### src/rtl/pt_walk2.sv
module pt_walk2 #(
  parameter int PPN_W = 22,
  parameter int IDX_W = 10,
  parameter int OFS_W = 12
) (
  input  logic                   clk,
  input  logic                   rst_n,
  input  logic                   req_valid,
  output logic                   req_ready,
  input  logic [2*IDX_W+OFS_W-1:0] req_vaddr,
  input  logic [1:0]             req_kind,
  input  logic                   req_user,
  input  logic [PPN_W-1:0]       req_root,
  input  logic                   req_sum,
  input  logic                   req_mxr,
  output logic                   mem_req_valid,
  input  logic                   mem_req_ready,
  output logic [PPN_W+OFS_W-1:0] mem_req_addr,
  output logic                   mem_req_we,
  output logic [PPN_W+9:0]       mem_req_wdata,
  input  logic                   mem_rsp_valid,
  input  logic [PPN_W+9:0]       mem_rsp_data,
  output logic                   resp_valid,
  output logic                   resp_fault,
  output logic [PPN_W+OFS_W-1:0] resp_pa,
  output logic                   resp_r,
  output logic                   resp_w,
  output logic                   resp_x
);
  localparam int VA_W  = 2*IDX_W + OFS_W;
  localparam int PA_W  = PPN_W + OFS_W;
  localparam int PTE_W = PPN_W + 10;

  typedef enum logic [2:0] {S_IDLE, S_RD, S_WAIT, S_WB, S_DONE} state_t;
  state_t state;

  logic [VA_W-1:0]  va_q;
  logic [1:0]       kind_q;
  logic             user_q, sum_q, mxr_q, lvl;
  logic [PPN_W-1:0] base_q;
  logic [PTE_W-1:0] wdata_q;

  wire [IDX_W-1:0] cur_idx = lvl ? va_q[OFS_W+IDX_W-1:OFS_W] : va_q[VA_W-1:VA_W-IDX_W];

  assign req_ready     = state == S_IDLE;
  assign mem_req_valid = state == S_RD || state == S_WB;
  assign mem_req_we    = state == S_WB;
  assign mem_req_addr  = {base_q, cur_idx, 2'b00};
  assign mem_req_wdata = wdata_q;
  assign resp_valid    = state == S_DONE;

  wire [PTE_W-1:0] e = mem_rsp_data;
  wire [PPN_W-1:0] eppn = e[PTE_W-1:10];
  wire ev = e[0], er = e[1], ew = e[2], ex = e[3], eu = e[4], ed = e[7];

  wire is_fetch = kind_q == 2'd0;
  wire is_load  = kind_q == 2'd1;
  wire is_store = kind_q == 2'd2;

  wire rd_ok   = er | (ex & mxr_q);
  wire perm_ok = (is_fetch & ex) | (is_load & rd_ok) | (is_store & ew);
  wire u_bad   = eu ? (!user_q && (!sum_q || is_fetch)) : user_q;
  wire mis     = !lvl && (eppn[IDX_W-1:0] != '0);
  wire is_ptr  = ev & ~er & ~ew & ~ex;
  wire leaf_bad = !ev | (ew & !er) | u_bad | mis | !perm_ok;

  wire [PTE_W-1:0] upd = e | {{(PTE_W-8){1'b0}}, is_store, 1'b1, 6'b0};
  wire [PA_W-1:0]  leaf_pa = lvl ? {eppn, va_q[OFS_W-1:0]}
                                 : {eppn[PPN_W-1:IDX_W], va_q[OFS_W+IDX_W-1:0]};

  always_ff @(posedge clk or negedge rst_n) begin
    if (!rst_n) begin
      state      <= S_IDLE;
      va_q       <= '0;
      kind_q     <= '0;
      user_q     <= 1'b0;
      sum_q      <= 1'b0;
      mxr_q      <= 1'b0;
      lvl        <= 1'b0;
      base_q     <= '0;
      wdata_q    <= '0;
      resp_fault <= 1'b0;
      resp_pa    <= '0;
      resp_r     <= 1'b0;
      resp_w     <= 1'b0;
      resp_x     <= 1'b0;
    end else begin
      case (state)
        S_IDLE: if (req_valid) begin
          va_q       <= req_vaddr;
          kind_q     <= req_kind;
          user_q     <= req_user;
          sum_q      <= req_sum;
          mxr_q      <= req_mxr;
          base_q     <= req_root;
          lvl        <= 1'b0;
          resp_fault <= 1'b0;
          resp_pa    <= '0;
          resp_r     <= 1'b0;
          resp_w     <= 1'b0;
          resp_x     <= 1'b0;
          state      <= S_RD;
        end
        S_RD: if (mem_req_ready) state <= S_WAIT;
        S_WAIT: if (mem_rsp_valid) begin
          if (is_ptr && !lvl) begin
            base_q <= eppn;
            lvl    <= 1'b1;
            state  <= S_RD;
          end else if (is_ptr || leaf_bad) begin
            resp_fault <= 1'b1;
            state      <= S_DONE;
          end else begin
            resp_pa <= leaf_pa;
            resp_r  <= rd_ok;
            resp_x  <= ex;
            resp_w  <= ew & (is_store | ed);
            wdata_q <= upd;
            state   <= (upd != e) ? S_WB : S_DONE;
          end
        end
        S_WB: if (mem_req_ready) state <= S_DONE;
        default: state <= S_IDLE;
      endcase
    end
  end
endmodule

### config.mk
export PLATFORM = sky130hd
export DESIGN_NAME = pt_walk2
export DESIGN_NICKNAME = d
export VERILOG_FILES = /design/src/rtl/pt_walk2.sv
export SDC_FILE = /design/constraint.sdc
export NUM_CORES = 1
export LEC_CHECK = 0
export CORE_ASPECT_RATIO = 0.9
export CORE_UTILIZATION = 45
export DETAILED_ROUTE_END_ITERATION = 16
export PLACE_DENSITY = 0.79
export SYNTH_ARGS = -nofsm -noshare
export SYNTH_HDL_FRONTEND = slang
export SYNTH_SLANG_ARGS = --single-unit
### constraint.sdc
create_clock -name clk -period 1.9 [get_ports clk]
set_input_delay 0.19 -clock clk [delete_from_list [all_inputs] [get_ports clk]]
set_output_delay 0.19 -clock clk [all_outputs]
set_load 0.005 [all_outputs]
==> flow_summary.toml <==
[outcome]
status = "completed"

[drt]
route.met3.wl_mm = 1.19
detail_route.vias_per_cell = 5.23
drc_errors = 0
dr.pass1.iters = 5
via_count = 4921
top_layer_used = "met4"
routed-wl-met2_mm = 8.36
wl_per_cell_um = 18.3
wl_met1_mm = 7.51
drt_iter0_markers = 436
drtAntennaViolNets = 0
drt_wl_total_mm = 17.2

[final_layout]
final_cell_mix = "180 x clkdlybuf4s50_1, 131 x dfrtp_1, 129 x nand2_1"
drive_above_1_share_pct = 21.0
antennaDiodeCount = 0
syn_to_final_growth_pct = 57.5
final_common_cell = "clkdlybuf4s50_1"
fillCellCount = 867
fin_nets = 864

[pwr]
power_density_nw_per_um2 = 1160
finalPower_mw = 10.7
p_leak_nw = 4.38
seqPwrFrac_pct = 36.7
vdd_drop_max_v = 0.000793
p_sw_share_pct = 30.2
comb_power_share_pct = 33.9
power_frac_clock_pct = 29.4
switchingPower_mw = 3.21
internal_power_mw = 7.44

[global_route]
grt_overflow_total = 0
grt_pass1_wl_mm = 25.0
grt_pass1_vias = 4832
grt_max_degree = 61
antenna_found_initial = 0
grt_use_total_pct = 25.2

[setup_path]
timing.rr.end = "resp_pa[11]"
arrival_ps = 2140
startpoint_type = "register"
setup.worst_path.class = "register to register"
r2r_cells = 8
required_ps = 2200
reg2reg_from = "kind_q[1]"
worstPathMaxFanout = 16
crit_path_end_kind = "register"
rrSetupSlack_ps = 50

[timing]
period_share_pct = 97.3
worst_slew_pin_slew_ps = 574
skew_ps = 10.1
timing_hold_violations_final = 0
setup_slack_ps = 52.1
max_freq_mhz = 541
report.final.slew_viol_count = 0
finalSetupViolations = 0
slew_headroom_pct = 61.8
finalCriticalPeriod_ps = 1850

[logic_synthesis]
ys_seq_elements = 133
ys_seq_area_share_pct = 57.0
netlist_area_um2 = 5840
synth_edf_count = 0
synthCells = 518
synthFlopType = "dfrtp_1"
synth_cell_types = 43
syn_area_per_cell_um2 = 11.3
synth-async-reset-ratio_pct = 100
yosys_warnings = 0

[clock_tree]
clock_latency_ps = 410
clock_sinks = 133
cts_tree = "built"
root_buffer = "clkbuf_16"
clk_pin_slew_worst_paths_ps = 50
htree_levels = 4
ctsLongestPathBuffers = 2
cts_buffers = 17

[placed_design]
place.gp.congestion = 0.848
port_buffers = 201
dp_hpwl_mm = 11.5
pre_cts_slack_ps = -610

[die]
core-area_um2 = 12700
row_count = 39
ios = 204
die_h_um = 110
die_area_um2 = 13400
start_util_pct = 46.0
die_w_um = 122

[min_path]
min_path_type = "primary input to register"
hp-start = "req_vaddr[19]"
min_to = "va_q[19]"
hold_path_depth = 3

[run]
drv_cap = 0
[power by group through the flow]
| stage | clock network (mW) | logic [mW] | registers, mW |
|---|---|---|---|
| finish | 3.14 | 3.61 | 3.91 |
| global route | 3.32 | 3.96 | 3.98 |
| CTS | 3.19 | 3.36 | 3.90 |
| detailed placement | 0 | 3.27 | 3.96 |
| global placement | 0 | 3.18 | 3.91 |
| floorplan | 0 | 1.61 | 3.87 |
[how the worst max path moves through the flow]
stage                startpoint               end  slack (ps)  cells past startpoint
6_report              kind_q[1]       resp_pa[11]          50                      8
5_1_grt               kind_q[1]        resp_pa[7]         -40                      8
4_1_cts                state[2]         req_ready           7                      3
3_5_place_dp   mem_rsp_data[19]  mem_req_wdata[9]        -610                      6
3_3_place_gp   mem_rsp_data[19]  mem_req_wdata[8]        -500                      6
2_1_floorplan         kind_q[1]  mem_req_wdata[5]         180                      7
[logic make-up after synthesis]
| kind of cell | share of synthesized area (%) |
|---|---|
| and+or+nand+nor | 14.4 |
| other | 0.0643 |
| xor gates and xnor gates | 0.150 |
| DFF | 57.0 |
| muxes | 16.7 |
| AOI/OAI and AO/OA | 7.78 |
| buffers and inverters | 3.84 |
[critical path: stages, from the launching register on]
cell and delay, ps:
dfrtp_2 400, mux2i_1 230, o22ai_2 110, nor4bb_4 160, buf_4 160, buf_4 140
buf_8 140, and3_1 180, a31o_2 220
[cells in the mapped netlist, types with 3 or more instances]
| cell | n | share of area [%] |
|---|---|---|
| a21oi_1 | 24 | 2.1 |
| a22o_1 | 10 | 1.5 |
| a31o_2 | 13 | 2.0 |
| a31oi_1 | 3 | 0.32 |
| and3_1 | 12 | 1.3 |
| buf_2 | 10 | 0.86 |
| buf_4 | 3 | 0.39 |
| buf_6 | 4 | 0.77 |
| clkbuf_1 | 14 | 0.90 |
| dfrtp_1 | 133 | 57 |
| inv_1 | 3 | 0.19 |
| mux2_2 | 16 | 3.1 |
| mux2_4 | 23 | 5.9 |
| mux2i_1 | 45 | 7.7 |
| nand2_1 | 130 | 8.4 |
| nand2b_1 | 7 | 0.75 |
| nand3_1 | 3 | 0.26 |
| nor2_1 | 26 | 1.7 |
| nor2b_1 | 3 | 0.32 |
| nor3b_1 | 3 | 0.39 |
| o21ai_0 | 4 | 0.34 |
[layer usage]
layer | track usage (%) | up-vias
met5 | 0 | -
met4 | 7.50 | 0
met3 | 7.61 | 15
met2 | 41.1 | 197
met1 | 32.3 | 2441
li1 | - | 2268
[final cells by class]
| type | instances | area, um^2 | area share (%) |
|---|---|---|---|
| Clock inverter | 4 | 72.6 | 0.790 |
| Tap cell | 164 | 205 | 2.23 |
| Clock buffer | 24 | 492 | 5.35 |
| Inverter | 3 | 11.3 | 0.123 |
| Sequential cell | 133 | 3330 | 36.2 |
| Timing Repair Buffer | 266 | 2670 | 29.0 |
| Multi-Input combinational cell | 347 | 2410 | 26.2 |
[through the flow]
step	instances	TNS, ps	area [um^2]	hold slack (ps)	utilization (%)
after CTS	933	0	9040	291	71.3
final	941	0	9190	311	72.4
after detailed placement	890	-43890	8270	204	65.2
after global routing	941	-454	9190	294	72.4
after global placement	890	-35900	8270	194	65.2
after floorplan	519	0	5840	-106	-
[what timing repair did]
action / in CTS / in global routing
buffers inserted: 13 / 5
gates cloned: 1 / 3
pin swaps: 5 / 4
resized for setup: 36 / 13
endpoints found under the hold margin: 58 / 0
setup endpoints to repair: 85 / 88
hold buffers: 1 / 0
[registers in the layout, summed over array words and instances, names as in the netlist, 2 cells and up]
name / count
base_q: 22
kind_q: 2
mem_req_wdata: 32
resp_pa: 34
state: 3
va_q: 32
(Power assumes the default switching activity.)
